$ cat config.mk
export PLATFORM = sky130hd
export DESIGN_NAME = rwr_arbiter
export DESIGN_NICKNAME = d
export VERILOG_FILES = /design/src/rtl/rwa_pkg.sv /design/src/rtl/rwa_wait_ctr.sv /design/src/rtl/rwa_byte_track.sv /design/src/rtl/rwa_next.sv /design/src/rtl/rwr_arbiter.sv
export SDC_FILE = /design/constraint.sdc
export NUM_CORES = 1
export LEC_CHECK = 0
export BUFFER_PORTS_ARGS = -buffer_cell sky130_fd_sc_hd__buf_2
export CAP_MARGIN = 20
export CORE_ASPECT_RATIO = 1.25
export CORE_UTILIZATION = 55
export CTS_BUF_LIST = sky130_fd_sc_hd__clkbuf_4 sky130_fd_sc_hd__clkbuf_8
export DETAILED_ROUTE_END_ITERATION = 10
export GPL_TIMING_DRIVEN = 0
export PLACE_DENSITY = 0.91
export SYNTH_ARGS = -nofsm -noshare
export SYNTH_HDL_FRONTEND = slang
export SYNTH_SLANG_ARGS = --single-unit
$ cat constraint.sdc
create_clock -name clk -period 2.9 [get_ports clk]
set_input_delay 0.145 -clock clk [delete_from_list [all_inputs] [get_ports clk]]
set_output_delay 0.145 -clock clk [all_outputs]
set_load 0.05 [all_outputs]
$ cat src/rtl/rwa_pkg.sv
package rwa_pkg;
  typedef enum logic [3:0] {
    ST_IDLE, ST_CLAIM, ST_SETUP, ST_CTRL, ST_PCLO, ST_PCHI,
    ST_DMEM, ST_ILAT, ST_IMEM, ST_TERM, ST_REL, ST_HOLD
  } st_e;

  localparam logic [1:0] MS_DATA = 2'b00;
  localparam logic [1:0] MS_INST = 2'b01;
  localparam logic [1:0] MS_PCLO = 2'b10;
  localparam logic [1:0] MS_PCHI = 2'b11;
endpackage

$ cat src/rtl/rwa_wait_ctr.sv
module rwa_wait_ctr #(
  parameter int W = 3
) (
  input  logic         clk,
  input  logic         rst_n,
  input  logic         load,
  input  logic [W-1:0] load_val,
  input  logic         dec_en,
  output logic         is_zero
);
  logic [W-1:0] cnt_q, cnt_d;

  always_comb begin
    cnt_d = cnt_q;
    if (load)        cnt_d = load_val;
    else if (dec_en) cnt_d = cnt_q - 1'b1;
  end

  always_ff @(posedge clk or negedge rst_n)
    if (!rst_n)                cnt_q <= '0;
    else if (load || dec_en)   cnt_q <= cnt_d;

  assign is_zero = (cnt_q == '0);
endmodule

$ cat src/rtl/rwa_byte_track.sv
module rwa_byte_track (
  input  logic clk,
  input  logic rst_n,
  input  logic toggle,
  output logic high_next
);
  always_ff @(posedge clk or negedge rst_n)
    if (!rst_n)      high_next <= 1'b0;
    else if (toggle) high_next <= ~high_next;
endmodule

$ cat src/rtl/rwa_next.sv
module rwa_next
  import rwa_pkg::*;
(
  input  st_e        st,
  input  logic       req,
  input  logic       lock_out,
  input  logic       lcl_req,
  input  logic       cmd_sel,
  input  logic [1:0] mem_sel,
  input  logic       high_next,
  input  logic       dzero,
  input  logic       izero,
  input  logic       ready,
  output st_e        nxt
);
  always_comb begin
    nxt = st;
    unique case (st)
      ST_IDLE:  if (req && !lock_out && !lcl_req) nxt = ST_CLAIM;
      ST_CLAIM: nxt = ST_SETUP;
      ST_SETUP: begin
        if (cmd_sel) nxt = ST_CTRL;
        else begin
          unique case (mem_sel)
            MS_PCLO: nxt = ST_PCLO;
            MS_PCHI: nxt = ST_PCHI;
            MS_DATA: nxt = ST_DMEM;
            default: nxt = high_next ? ST_IMEM : ST_ILAT;
          endcase
        end
      end
      ST_CTRL, ST_PCLO, ST_PCHI: if (ready) nxt = ST_TERM;
      ST_DMEM:           if (dzero && ready) nxt = ST_TERM;
      ST_ILAT, ST_IMEM:  if (izero && ready) nxt = ST_TERM;
      ST_TERM:  nxt = ST_REL;
      ST_REL:   nxt = req ? ST_HOLD : ST_IDLE;
      ST_HOLD:  if (!req) nxt = ST_IDLE;
      default:  nxt = ST_IDLE;
    endcase
  end
endmodule

$ cat src/rtl/rwr_arbiter.sv
module rwr_arbiter
  import rwa_pkg::*;
#(
  parameter int IW_W = 2,
  parameter int DW_W = 3
) (
  input  logic            clk,
  input  logic            rst_n,
  input  logic            rem_en,
  input  logic            rem_wr,
  input  logic            cmd_sel,
  input  logic [1:0]      mem_sel,
  input  logic            lock_out,
  input  logic            lcl_req,
  input  logic [IW_W-1:0] iwait_cfg,
  input  logic [DW_W-1:0] dwait_cfg,
  input  logic            ext_ready,
  output logic            xfer_rdy,
  output logic            bus_remote,
  output logic            bus_hiz,
  output logic            mem_we,
  output logic            lcl_grant,
  output logic            lcl_stall,
  output logic            we_ctrl,
  output logic            we_pc_lo,
  output logic            we_pc_hi,
  output logic            we_ilat,
  output logic            we_imem,
  output logic            pc_inc
);
  // reset: asynchronous assert, synchronous release
  logic [1:0] rsync_q;
  logic       rst_int_n;
  always_ff @(posedge clk or negedge rst_n)
    if (!rst_n) rsync_q <= 2'b00;
    else        rsync_q <= {rsync_q[0], 1'b1};
  assign rst_int_n = rsync_q[1];

  st_e  st_q, st_d;
  st_e  acc_q;
  logic req, high_next, dzero, izero;
  logic in_access, leave_access, owned;

  assign req = rem_en & rem_wr;

  rwa_next u_next (
    .st(st_q), .req(req), .lock_out(lock_out), .lcl_req(lcl_req),
    .cmd_sel(cmd_sel), .mem_sel(mem_sel), .high_next(high_next),
    .dzero(dzero), .izero(izero), .ready(ext_ready), .nxt(st_d)
  );

  rwa_wait_ctr #(.W(DW_W)) u_dwait (
    .clk(clk), .rst_n(rst_int_n), .load(st_q == ST_SETUP),
    .load_val(dwait_cfg), .dec_en(st_q == ST_DMEM && !dzero), .is_zero(dzero)
  );

  rwa_wait_ctr #(.W(IW_W)) u_iwait (
    .clk(clk), .rst_n(rst_int_n), .load(st_q == ST_SETUP),
    .load_val(iwait_cfg),
    .dec_en((st_q == ST_ILAT || st_q == ST_IMEM) && !izero), .is_zero(izero)
  );

  rwa_byte_track u_hib (
    .clk(clk), .rst_n(rst_int_n),
    .toggle(st_q == ST_REL && (acc_q == ST_ILAT || acc_q == ST_IMEM)),
    .high_next(high_next)
  );

  always_ff @(posedge clk or negedge rst_int_n)
    if (!rst_int_n) st_q <= ST_IDLE;
    else            st_q <= st_d;

  assign in_access = (st_q inside {ST_CTRL, ST_PCLO, ST_PCHI, ST_DMEM, ST_ILAT, ST_IMEM});
  assign leave_access = in_access && (st_d == ST_TERM);

  always_ff @(posedge clk or negedge rst_int_n)
    if (!rst_int_n)        acc_q <= ST_IDLE;
    else if (leave_access) acc_q <= st_q;

  assign owned = in_access || st_q == ST_SETUP || st_q == ST_TERM;

  always_comb begin
    unique case (st_q)
      ST_IDLE:                 xfer_rdy = ~req;
      ST_TERM, ST_REL, ST_HOLD: xfer_rdy = 1'b1;
      default:                 xfer_rdy = 1'b0;
    endcase
  end

  assign bus_remote = owned;
  assign bus_hiz    = owned;
  assign lcl_grant  = lcl_req && (st_q == ST_IDLE || st_q == ST_REL || st_q == ST_HOLD);
  assign lcl_stall  = lcl_req && (owned || st_q == ST_CLAIM);
  assign we_ctrl    = (st_q == ST_CTRL);
  assign we_pc_lo   = (st_q == ST_PCLO);
  assign we_pc_hi   = (st_q == ST_PCHI);
  assign mem_we     = (st_q == ST_DMEM);
  assign we_ilat    = (st_q == ST_ILAT);
  assign we_imem    = (st_q == ST_IMEM);
  assign pc_inc     = (st_q == ST_REL) && (acc_q == ST_IMEM);
endmodule

=== Word level (Yosys, flattened, before mapping) ===
Index checks and enable logic that the tools add are counted.

* Add/subtract/negate cells: 2
* $mul: 0
* Div/mod/pow operators: 0
* $lt $le $gt $ge: 0
* Eq/ne operators: 16
* Shift-type cells: 0
* Mux-type cells: 15
* Bitwise logic cells: 3
* Reductions and logical operators: 36

{| class="wikitable"
|+ Operator list
! kind !! number
|-
| $pmux 4 s9 || 1
|-
| $mux 4 || 8
|-
| $eq 4x4->1 const B || 6
|-
| $eq 4x3->1 const B || 5
|-
| $pmux 4 s3 || 1
|-
| $logic_and 1x1->1 || 11
|-
| $logic_or 1x1->1 || 9
|-
| $eq 4x2->1 const B || 2
|-
| $mux 3 || 2
|-
| $reduce_bool 6->1 || 1
|-
| $reduce_or 3->1 || 2
|-
| $eq 2x2->1 const B || 2
|-
| $eq 4x1->1 const B || 1
|-
| $logic_not 1->1 || 4
|-
| $logic_not 2->1 || 2
|-
| $logic_not 4->1 || 1
|-
| $mux 2 || 2
|-
| $reduce_and 2->1 || 2
|-
| $reduce_bool 2->1 || 2
|-
| $logic_not 3->1 || 1
|-
| $sub 3x1->3 const B || 1
|-
| $not 1->1 || 2
|-
| $pmux 1 s2 || 1
|-
| $reduce_or 2->1 || 1
|-
| 2 further kinds || 2
|}

* Register bits after elaboration: 16
* Latch bits: 0
* Bits in writable memories: 0
* ROM bits: 0
* Input bits: 15
* Output and inout port bits: 12
* Memories: 0

=== Depth between registers and ports, before layout ===
* Depth after elaboration: 7
* Depth in mapped cells: 7
* Gate-level depth less buffers: 7

=== By module ===
From an unflattened synthesis, not the netlist that was laid out.

* Cells, all modules: 150
* Area, all modules: 1255.0 µm²

{| class="wikitable"
|+ By module, submodules not included
! module !! instances !! cells each !! area an instance (µm²) !! sequential area each (µm²)
|-
| rwr_arbiter || 1 || 74 || 656.9 || 250.2
|-
| rwa_next || 1 || 43 || 269.0 || 0.0
|-
| rwa_wait_ctr at u_dwait || 1 || 19 || 178.9 || 75.1
|-
| rwa_wait_ctr at u_iwait || 1 || 12 || 116.4 || 50.0
|-
| rwa_byte_track || 1 || 2 || 33.8 || 25.0
|}

=== Worst setup path before layout ===
No wires, ideal clock.

* Path type: flip-flop to flip-flop
* Start point: register st_q[1]
* End point: register acc_q[1]
* Library setup time: 0.125 ns
* Arrival time: 3.287 ns
* Path slack: -0.512 ns
* Cell stages (with the launch flop): 7
* Cells stage by stage: dfrtp_1 > clkbuf_1 > nor4b_1 > nand3_1 > nand3_2 > o211ai_4 > mux2_4

* Longest elaborated chain between the ends: 5

{| class="wikitable"
|+ Ends and longest elaborated chain
! item !! RTL line !! RTL
|-
| start, declared || rwr_arbiter.sv:39 || <nowiki>st_e st_q, st_d;</nowiki>
|-
| start signal, assigned || rwr_arbiter.sv:71 || <nowiki>else st_q <= st_d;</nowiki>
|-
| $eq 4x4->1 * || -- ||
|-
| net we_imem || rwr_arbiter.sv:28 || <nowiki>output logic we_imem,</nowiki>
|-
| $reduce_or 2->1 || rwa_next.sv:18 || <nowiki>unique case (st)</nowiki>
|-
| $pmux 4 s9 || rwa_next.sv:18 ||
|-
| $eq 4x4->1 || rwr_arbiter.sv:74 || <nowiki>assign leave_access = in_access && (st_d == ST_TERM);</nowiki>
|-
| $logic_and 1x1->1 * || rwr_arbiter.sv:74 ||
|-
| end signal, assigned || rwr_arbiter.sv:78 || <nowiki>else if (leave_access) acc_q <= st_q;</nowiki>
|-
| end, declared || rwr_arbiter.sv:40 || <nowiki>st_e acc_q;</nowiki>
|}

The timed path passes the listed nets; every way through them passes the cells marked *.
A chain may end at the register's enable or synchronous reset.

=== Final worst setup path ===
* Start point: register st_q[1]
* End point: output port bus_remote

* Longest elaborated chain between the ends: 4

{| class="wikitable"
|+ Ends and longest elaborated chain
! item !! RTL line !! RTL
|-
| $eq 4x2->1 (tied with other cells) || rwr_arbiter.sv:73 || <nowiki>assign in_access = (st_q inside {ST_CTRL, ST_PCLO, ST_PCHI, ST_DMEM, ST_ILAT, ST_IMEM});</nowiki>
|-
| $reduce_bool 6->1 || rwr_arbiter.sv:73 ||
|-
| $logic_or 1x1->1 || rwr_arbiter.sv:80 || <nowiki>assign owned = in_access || st_q == ST_SETUP || st_q == ST_TERM;</nowiki>
|-
| $logic_or 1x1->1 * || rwr_arbiter.sv:80 ||
|-
| end, declared || rwr_arbiter.sv:19 || <nowiki>output logic bus_remote,</nowiki>
|}

Mark *: on every way between the ends. The rest lies on a longest branch, timed or not.

==> impl_results.md <==
- Result of the run: finished clean
- DIE WIDTH: approximately 43 um
- GR Util All Layers: between 20% and 30%
- Transition time at the pin with the least slew margin: approximately 0.57 ns
- Antenna violations before repair: 0
- Commonest cells after routing, fill and taps aside: 27 x buf_2, 16 x dfrtp_1, 10 x nand2_1
- Global-route wire length before repair: approximately 4500 um
- Maximum fanout along the worst path: 10
- Flop and latch count out of synthesis: 16
- Setup slack of the critical path after layout: between 0.6 and 0.7 ns
- Count of buffers added by post-CTS timing repair for setup: 0
- Slew Limit Headroom: slightly above 60%
- Post-Syn Nets: around 150
- Final hold slack: roughly 0.057 ns
- Number of synthesized flops with an enable pin: 0
- Number of DRC markers in iteration 0: 27
- Root buffer selected by CTS: clkbuf_4
- First-pass iteration count of the detailed router: 4
- Ratio of final minimum period to clock period: just under 80%
- Required @ worst endpoint: between 2 and 3 ns
- Detailed-route via count: ~1.1k
- Count of boundary I/O pins: 27
- Site row count: 18
- Instance count of the mapped netlist: about 130
- Unrepaired setup endpoints after global routing: false
- CTS H-Tree Depth: 1
- Arrival time of the worst setup path: around 2.1 ns
- Portion of the post-synthesis area used by sequential elements: 34.5%
- Worst Setup Start Kind: flop
- Final HPWL from detailed placement: 2100 um
- Critical-path cell list: clkbuf_1, buf_1, nor2_1, xnor2_1, buf_4, buf_2
- Detail Route Antenna Nets: 0
- Biggest cell delay along the critical path: 0.39 ns
- Core region area: just under 0.002 mm2
- Worst IR Drop VDD: approximately 0.62 mV
- Clock sink total: 16
- Overall die area: between 0.002 and 0.0025 mm2
- Number of buffers created by CTS: 3
- Setup clock skew after layout: around 0.0078 ns
- Setup-violating endpoint count in the final report: 0
- Top delay family on crit path: buffers and inverters
- Mean instance size in the synthesized netlist: about 9.1 um2
- Power per Cell Area: about 1100 mW/mm2
- Final critical delay including setup and external delays: about 2.2 ns
- Maximum count of clock buffers along a single path: 2
- TritonCTS clock tree: built
- GRT overflow: 0
- Final hold violation count: 0
- Max Freq: ~450 MHz
- P_leak: about 0.67 nW
- Max-cap violation count: 0
- Final nets: 178
- Clock latency of the later-clocked register in the worst-skew pair: about 0.29 ns
- # port buffers: 26
- Synthesized cell area: roughly 0.0012 mm2
- Area post-placement: about 0.0013 mm2
- Worst Path Buf+Inv: 4
- Placed Cells incl. Taps: between 150 and 200
- Capturing element type of the critical path: primary output
- Weighted congestion at the end of routability-driven global placement: between 0.8 and 0.9
- Via density per instance: 6.07
- Pre-CTS setup slack: 0.734 ns
- Critical path class: flop to primary output
- Final antenna diode count: 0
- Register-to-register setup slack: slightly below 0.7 ns
- Non-filler cells, final: 179
- Clock slew at reported path FFs: about 0.10 ns
- Synthesis warning total: 0
- Total negative slack: 0 ns
- Remaining design rule violation count: 0
- Share of layout cells above drive strength 1: a little under a third
- Number of distinct standard cells referenced by the synthesized netlist: between 40 and 50
- Worst Hold Class: input port to flop
- Total count of max-transition violations in the final report: 0
- Design Area, Final: around 0.0014 mm2
- Routed wire length: about 2700 um
- Library cell contributing the largest single delay on the critical path: dfrtp_1
- Layout Area Growth over Synthesis: 17.9%
- Routed WL per cell: 15.1 um
- Height of the die: ~53 um
- Maximum number of pins on one net before global-route repair: 15
- Primary FF master, synth: dfrtp_1
- Vias in the first global route: about 1.1k
- Async set or reset register ratio after synthesis: 100%
- Commonest non-fill, non-tap cell in the layout: buf_2
- Initial core utilization: 58.5%
-- power by group --
part	internal, mW	leakage [nW]	switching, mW	total, mW
Combinational	0.369	0.449	0.611	0.980
Sequential	0.307	0.201	0.0691	0.377
Clock	0.0764	0.0210	0.0741	0.150
-- flip-flops by register name, summed over array words and instances, names as in the netlist --
signal	count
st_q	4
acc_q	4
rsync_q	2
u_dwait.cnt_q	3
u_iwait.cnt_q	2
u_hib.high_next	1
-- repair_timing --
item | in CTS | in global routing
hold buffers | 1 | 0
endpoints found under the hold margin | 2 | 0
resized for setup | 0 | 0
setup endpoints to repair | 0 | 0
-- worst min-delay path, cell delays in order --
cell and delay (ns):
buf_2 0.07, nand2_1 0.03, o21ai_0 0.06
-- path summary, 6_finish.rpt --
kind                              start                to  depth (start not counted)
hold / removal             dwait_cfg[2]  u_dwait.cnt_q[2]                          3
setup reg to reg                st_q[1]          acc_q[0]                          6
setup / recovery                st_q[1]        bus_remote                          6
hold reg to reg              rsync_q[1]           st_q[0]                          0
min in group asynchronous         rst_n        rsync_q[0]                          2
max in group asynchronous    rsync_q[1]          acc_q[0]                          0
-- routing by layer --
layer | vias up | GRT usage, % | wire length [um]
li1 | 516 | - | -
met5 | - | 0 | 0
met2 | 41 | 50.3 | 1420
met3 | 6 | 1.37 | 98
met4 | 0 | 11.6 | 39
met1 | 524 | 30.1 | 1160
-- kinds of logic after synthesis --
| logic type | share of synthesized area [%] |
|---|---|
| buf+inv | 6.58 |
| mux | 6.69 |
| other cells | 0.323 |
| xor+xnor | 3.02 |
| fa+ha+maj | 3.24 |
| simple gates | 27.0 |
| flops | 34.5 |
| compound gates | 18.7 |
-- through the flow --
step           power, mW  utilization [%]
2_1_floorplan       1.16                -
3_3_place_gp        1.31             66.7
3_5_place_dp        1.35             66.7
4_1_cts             1.51             69.0
5_1_grt             1.61             69.0
6_report            1.51             69.0
-- final cells by class --
cell class	instances	area, um2
inverters	9	33.8
clock buffers	4	36.3
flip-flops and latches	16	400
fillers	166	614
multi-input cells	95	689
repair buffers	27	140
well taps	20	25.0
plain buffers	8	42.5
-- Yosys cell counts, types with 2 or more instances --
library cell / count / area, um2
dfrtp_1: 16 / 400
or4_4: 2 / 22.5
a21oi_1: 6 / 30.0
xnor2_1: 3 / 26.3
mux2_2: 2 / 22.5
nand3_1: 2 / 10.0
mux2_4: 3 / 45.0
o21ai_1: 2 / 10.0
or4b_2: 2 / 20.0
a211o_1: 2 / 17.5
o221ai_1: 2 / 17.5
o21ai_0: 9 / 45.0
nor2_1: 8 / 30.0
nor2b_1: 2 / 12.5
nor3_1: 6 / 30.0
nand2b_1: 3 / 18.8
a2bb2oi_1: 2 / 17.5
nor4b_1: 2 / 17.5
nand2_1: 10 / 37.5
and3b_1: 2 / 17.5
clkbuf_1: 4 / 15.0
or2b_1: 2 / 15.0
ha_1: 3 / 37.5
inv_1: 9 / 33.8
No activity file was read; power rests on OpenSTA's default activity.
